<file path="config.mk">
export PLATFORM = sky130hd
export DESIGN_NAME = ahb_regfile
export DESIGN_NICKNAME = d
export VERILOG_FILES = /design/src/rtl/regfile_pkg.sv /design/src/rtl/rf_field_cell.sv /design/src/rtl/regfile_bus_fsm.sv /design/src/rtl/ahb_regfile.sv
export SDC_FILE = /design/constraint.sdc
export NUM_CORES = 1
export LEC_CHECK = 0
export CAP_MARGIN = 30
export CORE_AREA = 2 2 141 143
export CTS_CLUSTER_DIAMETER = 30
export DETAILED_ROUTE_END_ITERATION = 8
export DIE_AREA = 0 0 143 145
export GPL_TIMING_DRIVEN = 0
export PLACE_DENSITY = 0.74
export SLEW_MARGIN = 0
export SYNTH_ARGS = -nofsm -noshare
export SYNTH_HDL_FRONTEND = slang
export SYNTH_SLANG_ARGS = --single-unit
</file>
<file path="constraint.sdc">
create_clock -name hclk -period 3.2 [get_ports hclk]
set_input_delay 0.64 -clock hclk [delete_from_list [all_inputs] [get_ports hclk]]
set_output_delay 0.64 -clock hclk [all_outputs]
set_load 0.01 [all_outputs]
</file>
<file path="src/rtl/regfile_pkg.sv">
package regfile_pkg;

    localparam int DATA_W   = 32;
    localparam int NUM_REGS = 3;
    localparam int REG_CTRL = 0;
    localparam int REG_STAT = 1;
    localparam int REG_DISP = 2;

    localparam logic [1:0] HTRANS_IDLE   = 2'b00;
    localparam logic [1:0] HTRANS_BUSY   = 2'b01;
    localparam logic [1:0] HTRANS_NONSEQ = 2'b10;

    // Data-phase state of the bus front end.
    typedef enum logic [1:0] {
        PH_IDLE  = 2'd0,
        PH_WRITE = 2'd1,
        PH_READ  = 2'd2
    } bus_phase_t;

    // How the bus side may touch a field cell.
    typedef enum logic {
        CELL_RW = 1'b0,
        CELL_RO = 1'b1
    } cell_kind_t;

endpackage

</file>
<file path="src/rtl/rf_field_cell.sv">
module rf_field_cell
    import regfile_pkg::*;
#(
    parameter int         W       = 1,
    parameter logic [W-1:0] RST_VAL = '0,
    parameter cell_kind_t KIND    = CELL_RW
) (
    input  logic         clk,
    input  logic         rst_n,
    input  logic         bus_we,
    input  logic [W-1:0] bus_din,
    input  logic         bus_re,
    output logic [W-1:0] bus_dout,
    input  logic         hw_we,
    input  logic [W-1:0] hw_din,
    output logic [W-1:0] q
);

    generate
        if (KIND == CELL_RW) begin : g_rw
            // Bus write takes priority over a hardware write in the same cycle.
            always_ff @(posedge clk or negedge rst_n) begin
                if (!rst_n) begin
                    q <= RST_VAL;
                end else if (bus_we) begin
                    q <= bus_din;
                end else if (hw_we) begin
                    q <= hw_din;
                end
            end
        end else begin : g_ro
            logic unused_bus_side;
            assign unused_bus_side = ^{bus_we, bus_din};

            always_ff @(posedge clk or negedge rst_n) begin
                if (!rst_n) begin
                    q <= RST_VAL;
                end else if (hw_we) begin
                    q <= hw_din;
                end
            end
        end
    endgenerate

    // Read return is zero unless this cell's word is being read.
    assign bus_dout = bus_re ? q : '0;

endmodule

</file>
<file path="src/rtl/regfile_bus_fsm.sv">
module regfile_bus_fsm
    import regfile_pkg::*;
#(
    parameter int ADDR_W = 8
) (
    input  logic                              clk,
    input  logic                              rst_n,
    input  logic                              hsel,
    input  logic [ADDR_W-1:0]                 haddr,
    input  logic [1:0]                        htrans,
    input  logic                              hwrite,
    input  logic                              hready,
    input  logic [NUM_REGS-1:0][DATA_W-1:0]   rd_words,
    output logic [NUM_REGS-1:0]               reg_we,
    output logic [NUM_REGS-1:0]               reg_re,
    output logic [DATA_W-1:0]                 hrdata,
    output bus_phase_t                        phase
);

    localparam int WIDX_W = ADDR_W - 2;

    bus_phase_t        state_q;
    bus_phase_t        state_d;
    logic [WIDX_W-1:0] widx_q;
    logic [NUM_REGS-1:0] hit;
    logic              xfer_ok;
    logic              unused_addr_bits;

    assign unused_addr_bits = ^{haddr[1:0], htrans[0]};

    // NONSEQ and SEQ both have htrans[1] set.
    assign xfer_ok = hsel && htrans[1] && hready;

    // Next-state selection from the current address phase.
    always_comb begin
        unique case ({xfer_ok, hwrite})
            2'b11:   state_d = PH_WRITE;
            2'b10:   state_d = PH_READ;
            default: state_d = PH_IDLE;
        endcase
    end

    // State register and captured word index.
    always_ff @(posedge clk or negedge rst_n) begin
        if (!rst_n) begin
            state_q <= PH_IDLE;
            widx_q  <= '0;
        end else begin
            state_q <= state_d;
            if (xfer_ok) begin
                widx_q <= haddr[ADDR_W-1:2];
            end
        end
    end

    genvar gi;
    generate
        for (gi = 0; gi < NUM_REGS; gi++) begin : g_dec
            assign hit[gi] = (widx_q == WIDX_W'(gi));
        end
    endgenerate

    // Per-state strobes to the field cells.
    always_comb begin
        reg_we = '0;
        reg_re = '0;
        unique case (state_q)
            PH_WRITE: reg_we = hit;
            PH_READ:  reg_re = hit;
            PH_IDLE:  ;
            default:  ;
        endcase
    end

    // Cells return zero unless read-enabled, so an OR forms the read mux.
    always_comb begin
        hrdata = '0;
        for (int i = 0; i < NUM_REGS; i++) begin
            hrdata = hrdata | rd_words[i];
        end
    end

    assign phase = state_q;

endmodule

</file>
<file path="src/rtl/ahb_regfile.sv">
module ahb_regfile
    import regfile_pkg::*;
#(
    parameter int ADDR_W  = 8,
    parameter int DIGITS  = 4,
    parameter int DIGIT_W = 7
) (
    input  logic                        hclk,
    input  logic                        hresetn,
    input  logic                        hsel,
    input  logic [ADDR_W-1:0]           haddr,
    input  logic [1:0]                  htrans,
    input  logic                        hwrite,
    input  logic                        hready,
    input  logic [31:0]                 hwdata,
    output logic [31:0]                 hrdata,
    output logic                        hreadyout,
    output logic                        hresp,
    input  logic                        ctrl_hw_we,
    input  logic [31:0]                 ctrl_hw_din,
    output logic [31:0]                 ctrl_q,
    input  logic                        stat_hw_we,
    input  logic [31:0]                 stat_hw_din,
    output logic [31:0]                 stat_q,
    input  logic                        disp_hw_we,
    input  logic [31:0]                 disp_hw_din,
    output logic [DIGITS*DIGIT_W-1:0]   disp_digit_q,
    output logic [DIGITS-1:0]           disp_point_q
);

    localparam int SLOT_W = DIGIT_W + 1;

    logic [NUM_REGS-1:0]             reg_we;
    logic [NUM_REGS-1:0]             reg_re;
    logic [NUM_REGS-1:0][DATA_W-1:0] rd_words;
    bus_phase_t                      bus_phase;

    assign hreadyout = 1'b1;
    assign hresp     = 1'b0;

    regfile_bus_fsm #(
        .ADDR_W (ADDR_W)
    ) u_bus (
        .clk      (hclk),
        .rst_n    (hresetn),
        .hsel     (hsel),
        .haddr    (haddr),
        .htrans   (htrans),
        .hwrite   (hwrite),
        .hready   (hready),
        .rd_words (rd_words),
        .reg_we   (reg_we),
        .reg_re   (reg_re),
        .hrdata   (hrdata),
        .phase    (bus_phase)
    );

    // Control word: one full-width read/write field.
    rf_field_cell #(
        .W       (DATA_W),
        .RST_VAL ('0),
        .KIND    (CELL_RW)
    ) u_ctrl (
        .clk      (hclk),
        .rst_n    (hresetn),
        .bus_we   (reg_we[REG_CTRL]),
        .bus_din  (hwdata),
        .bus_re   (reg_re[REG_CTRL]),
        .bus_dout (rd_words[REG_CTRL]),
        .hw_we    (ctrl_hw_we),
        .hw_din   (ctrl_hw_din),
        .q        (ctrl_q)
    );

    // Status word: hardware-written, bus read only.
    rf_field_cell #(
        .W       (DATA_W),
        .RST_VAL ('0),
        .KIND    (CELL_RO)
    ) u_stat (
        .clk      (hclk),
        .rst_n    (hresetn),
        .bus_we   (reg_we[REG_STAT]),
        .bus_din  (hwdata),
        .bus_re   (reg_re[REG_STAT]),
        .bus_dout (rd_words[REG_STAT]),
        .hw_we    (stat_hw_we),
        .hw_din   (stat_hw_din),
        .q        (stat_q)
    );

    // Display word: one digit field and one point field per slot.
    genvar gd;
    generate
        for (gd = 0; gd < DIGITS; gd++) begin : g_disp
            rf_field_cell #(
                .W       (DIGIT_W),
                .RST_VAL ('0),
                .KIND    (CELL_RW)
            ) u_digit (
                .clk      (hclk),
                .rst_n    (hresetn),
                .bus_we   (reg_we[REG_DISP]),
                .bus_din  (hwdata[gd*SLOT_W +: DIGIT_W]),
                .bus_re   (reg_re[REG_DISP]),
                .bus_dout (rd_words[REG_DISP][gd*SLOT_W +: DIGIT_W]),
                .hw_we    (disp_hw_we),
                .hw_din   (disp_hw_din[gd*SLOT_W +: DIGIT_W]),
                .q        (disp_digit_q[gd*DIGIT_W +: DIGIT_W])
            );

            rf_field_cell #(
                .W       (1),
                .RST_VAL (1'b1),
                .KIND    (CELL_RW)
            ) u_point (
                .clk      (hclk),
                .rst_n    (hresetn),
                .bus_we   (reg_we[REG_DISP]),
                .bus_din  (hwdata[gd*SLOT_W + DIGIT_W]),
                .bus_re   (reg_re[REG_DISP]),
                .bus_dout (rd_words[REG_DISP][gd*SLOT_W + DIGIT_W]),
                .hw_we    (disp_hw_we),
                .hw_din   (disp_hw_din[gd*SLOT_W + DIGIT_W]),
                .q        (disp_point_q[gd])
            );
        end
    endgenerate

endmodule

</file>
Word-level counts from Yosys, hierarchy flattened
Index checks and enable logic that the tools add are counted.
{ "totals": {"input_bits": 146, "reg_bits": 104, "out_inout_bits": 130} }
{ "classes": {"n_eq_ne": 6, "n_bitwise": 2, "n_reduce_logical": 5, "mux": 31} }
{ "ops": {"columns": ["cell", "n"], "rows": [
  ["32-bit two-way mux", 4],
  ["7-bit two-way mux", 12],
  ["32-bit OR", 2],
  ["1-bit two-way mux", 12],
  ["2-bit equality test (second input constant)", 3],
  ["6-bit by 1-bit equality test with 1-bit output (second input constant)", 1],
  ["6-bit by 2-bit equality test with 1-bit output (second input constant)", 1],
  ["6-bit zero test", 1],
  ["3-bit two-way mux", 2],
  ["2-bit case mux with 2 select lines", 1],
  ["2-bit nonzero test", 2],
  ["2-bit by 1-bit equality test with 1-bit output (second input constant)", 1],
  ["1-bit logical AND", 2]
]} }

Logic depth before layout (Yosys ltp)
{ "depth": {"depth_word": 5, "mapped_depth": 6, "mapped_depth_nobuf": 3} }

Hierarchy
Synthesis repeated with hierarchy kept, for this count alone.
{ "hier_totals": {"cells_unflattened": 510, "hier_area_um2": 5565.3} }
{ "modules_own_cells": {"columns": ["mod", "instances", "cells_each", "area_per_inst_um2"], "rows": [
  ["rf_field_cell (u_ctrl)", 1, 174, 1726.7],
  ["rf_field_cell (u_stat)", 1, 103, 1556.5],
  ["rf_field_cell (g_disp[0].u_digit ...)", 4, 37, 369.1],
  ["regfile_bus_fsm", 1, 61, 578.1],
  ["rf_field_cell (g_disp[0].u_point ...)", 4, 5, 51.3],
  ["ahb_regfile", 1, 4, 22.5]
]} }

Least setup slack after synthesis
Ideal clock, no wire load.
{ "synth_path": {"path_kind": "flip-flop to output port", "start": "reg u_bus.widx_q[5]", "end": "out hrdata[10]", "arrival_ps": 1385, "n_path_buf": 1, "setup_slack_ps": 1175, "path_stages_with_launch": 5, "required_ps": 2560, "cell_sequence": "dfrtp_1 -> nor4_4 -> nand3b_1 -> clkbuf_1 -> a21oi_1"} }
{ "synth_between": {"elab_chain_len": 5} }
{ "synth_lines": {"columns": ["element", "line", "text"], "rows": [
  ["from (decl)", "regfile_bus_fsm.sv:24", "logic [WIDX_W-1:0] widx_q;"],
  ["from (signal assigned)", "regfile_bus_fsm.sv:51", "widx_q <= haddr[ADDR_W-1:2];"],
  ["6-bit by 1-bit equality test with 1-bit output / 6-bit zero test (equally long branches)", "regfile_bus_fsm.sv:59", "assign hit[gi] = (widx_q == WIDX_W'(gi));"],
  ["3-bit two-way mux *", "regfile_bus_fsm.sv:67", "unique case (state_q)"],
  ["32-bit two-way mux", "rf_field_cell.sv:46", "assign bus_dout = bus_re ? q : '0;"],
  ["32-bit OR", "regfile_bus_fsm.sv:79", "hrdata = hrdata | rd_words[i];"],
  ["32-bit OR *", "regfile_bus_fsm.sv:79", null],
  ["to (decl)", "ahb_regfile.sv:16", "output logic [31:0] hrdata,"]
]} }
Every way passes the cells marked *; elsewhere a longest branch is shown, timed or not.

Worst setup path after layout
{ "layout_path": {"start": "reg u_bus.widx_q[0]", "end": "out hrdata[15]"} }
Same word-level chain as after synthesis.

==> run_results.csv <==
group,metric,value,unit
die,io_pins,276,
placed_design,place_congestion,0.785,
cts,cts.sinks,104,
placed_design,place_hpwl,14.2,mm
route,routedWlPerCell,19.3,um
route,drt_iter0_markers,125,
yosys,ys_seq_area_share,45.7,%
worst_setup_path,crit_arrival,2.41,ns
placed_design,place_area,0.00874,mm^2
cts,htree_levels,3,
die,die_area,0.0207,mm^2
timing,min_period_over_period,95.3,%
worst_setup_path,rr_worst_depth,5,
final_layout,final_design_area_no_fill,0.00913,mm^2
grt,grt_max_degree,59,
flow_run,drv_cap,0,
route,drc_errors,0,
cts,cts_buffers,9,
route,viasPerCell,4.58,
worst_hold_path,hold_path.class,"input pin to asynchronous set/reset pin",
die,initial_core_util,29.7,%
yosys,synth_largest_area_cell,"dfrtp_1",
yosys,synth_cells,448,
grt,grt_overflow_total,0,
worst_setup_path,r2r_start,"u_bus.widx_q[2]",
worst_setup_path,cp-endpoint,"hrdata[15]",
die,rows,51,
yosys,synth_nets,594,
final_layout,fill_cells,1806,
timing,tightest_slew,0.859,ns
yosys,yosysTopAreaCellShare,43.9,%
route,drt_wl_total,19.3,mm
grt,grt_pass1_wl,28.7,mm
worst_setup_path,r2r_slack,1.41,ns
timing,relSlewSlack,42.7,%
die,chipWidth,143,um
worst_setup_path,crit_required,2.56,ns
yosys,ys_ff_latch,104,
grt,grt_pass1_vias,4789,
timing,period_needed,3.05,ns
power_and_ir_drop,ir_drop,0.233,mV
timing,grt_setup_unrepaired,"no",
power_and_ir_drop,power.density,443,mW/mm^2
final_layout,antennaDiodeCount,0,
cts,clk_latency,0.35,ns
grt,antenna_found_initial,0,
die,fp.coreArea,0.0192,mm^2
grt,track_usage,18.5,%
timing,max_freq,0.328,GHz
route,dr.pass1.iters,4,
worst_setup_path,r2r-end,"u_ctrl.q[7]",
yosys,synth.area.top_cells,"dfrtp_1 44%, mux2_2 24%, mux2_4 7.9%",
route,final_antenna_net_count,0,
timing,finalSetupViolCount,0,
final_layout,final_layout_size_suffix_gt1_share,32.7,%
worst_setup_path,crit_start,"u_bus.widx_q[0]",
timing,slew_viol_final,0,
worst_setup_path,critPathCaptureType,"output pin",
yosys,synth_cell_type_count,24,
worst_setup_path,crit_type,"flop to output pin",
yosys,syn_avg_cell_area,12.7,um^2
cts,cts_hold_buf,0,
cts,clk_pin_slew_worst_paths,0.07,ns
power_and_ir_drop,power.total,4.05,mW
status,status,"finished, final reports clean",
worst_setup_path,crit_path_max_fanout,10,
power_and_ir_drop,p_leak,3.80,nW
cts,clk_path_buf_depth,2,
route,vias,4587,
yosys,syn_area,0.00570,mm^2
cts,cts_tree,"built",
final_layout,area_growth,60.2,%
cts,root_buffer,"clkbuf_16",
yosys,yosysWarnings,0,
timing,clock_skew,0.00723,ns
final_layout,fin_nets,878,
worst_setup_path,cp-start-kind,"flop",
timing,hold_violations,0,
die,die_h,145,um
placed_design,port_buffers,267,
[final cells by class]
class                   instances  area (um^2)  share of cell area, %
well taps                     265          332                   3.63
inverters                       1         3.75                 0.0411
clock buffers                  12          246                   2.70
plain buffers                  38          231                   2.53
multi-input cells             305         2880                   31.6
flip-flops and latches        104         2610                   28.6
clock inverters                 3         90.1                  0.986
repair buffers                273         2740                   30.0
[cells by family (layout without fill, tap and decap cells)]
family | Yosys count | count (layout) | synth area share (%)
AO/OA/AOI/OAI | 32 | 32 | 2.81
AND/OR/NAND/NOR | 73 | 73 | 7.24
buffers and inverters | 39 | 327 | 3.73
multiplexers | 198 | 198 | 40.4
other | 2 | 2 | 0.132
flip-flops | 104 | 104 | 45.7
[report_power, final]
group,leakage (nW),switching (mW),internal (mW)
sequential,1.21,0.121,1.46
combinational,2.43,0.443,0.722
clock,0.163,0.515,0.784
total,3.80,1.08,2.97
[cells in the final DEF (no fill, tap or decap)]
cell type and instances:
clkdlybuf4s50_1 266, mux2_2 124, dfrtp_1 99, mux2i_1 32, or2_2 32, nand2_1 32
a21oi_1 32, mux2_4 30, buf_4 15, mux2_1 12, clkbuf_16 9, clkbuf_1 8
buf_2 8, buf_6 6, buf_1 6, dfstp_2 4, clkbuf_2 3, bufinv_16 3
nor2_1 2, conb_1 2, inv_1 1, nand3_1 1, nor2b_1 1, nor4_4 1
nand3b_1 1, nor4b_2 1, nand2_2 1, nand4b_4 1, clkbuf_8 1, buf_16 1
dfrtp_2 1
[timing repair]
| item | in CTS | in global routing |
|---|---|---|
| endpoints found under the setup margin | 30 | 30 |
| pin swaps | 1 | 2 |
| buffers inserted | 2 | 3 |
| cloned | 0 | 0 |
| gates resized for setup | 8 | 8 |
[sequential cells by signal (all words and copies together) (netlist names)]
name / count
g_disp.u_digit.q: 28
g_disp.u_point.q: 4
u_bus.phase: 2
u_bus.widx_q: 6
u_ctrl.q: 32
u_stat.q: 32
[metrics by stage]
stage	hold slack (ns)	setup slack [ns]	util [%]	TNS [ns]	cells
floorplan	0.344	1.17	-	0	448
global placement	0.516	-2.86	45.3	-291.36	980
detailed placement	0.523	0.188	45.5	0	981
CTS	0.237	0.0202	47.4	0	998
global route	0.252	0.0228	47.6	0	1001
finish	0.228	0.149	47.6	0	1001
[worst min-delay path by stage]
stage,slack (ns),end,cells after the start,from
after floorplan,0.34,g_disp[0].u_digit.q[0],0,hresetn
after global placement,0.52,u_stat.q[10],1,u_stat.q[10]
after detailed placement,0.52,u_stat.q[20],1,u_stat.q[20]
after CTS,0.24,u_ctrl.q[31],1,hresetn
after global routing,0.25,u_stat.q[6],1,hresetn
final,0.23,u_ctrl.q[31],1,hresetn
[critical path: stages (launching register included)]
cell	delay [ns]
dfrtp_1	0.35
buf_2	0.19
nor2b_1	0.11
buf_2	0.20
clkbuf_2	0.33
nand2_1	0.09
a21oi_1	0.18
clkdlybuf4s50_1	0.60
[metal layers]
| metal | vias to the layer above | track usage [%] | part of all wire, % |
|---|---|---|---|
| met2 | 171 | 30.2 | 49 |
| li1 | 2135 | - | - |
| met3 | 26 | 5.64 | 6.4 |
| met4 | 0 | 5.00 | 1.8 |
| met1 | 2255 | 23.7 | 43 |
| met5 | - | 0 | 0 |
[cell usage after synthesis (all sizes together)]
master and number:
mux2 166, dfrtp 100, nand2 33, a21oi 32
mux2i 32, or2 32, buf 26, clkbuf 12
dfstp 4, conb 2, nor2 2, inv 1
nand3 1, nand3b 1, nand4b 1, nor2b 1
nor4 1, nor4b 1
No activity file was read; power rests on OpenSTA's default activity.
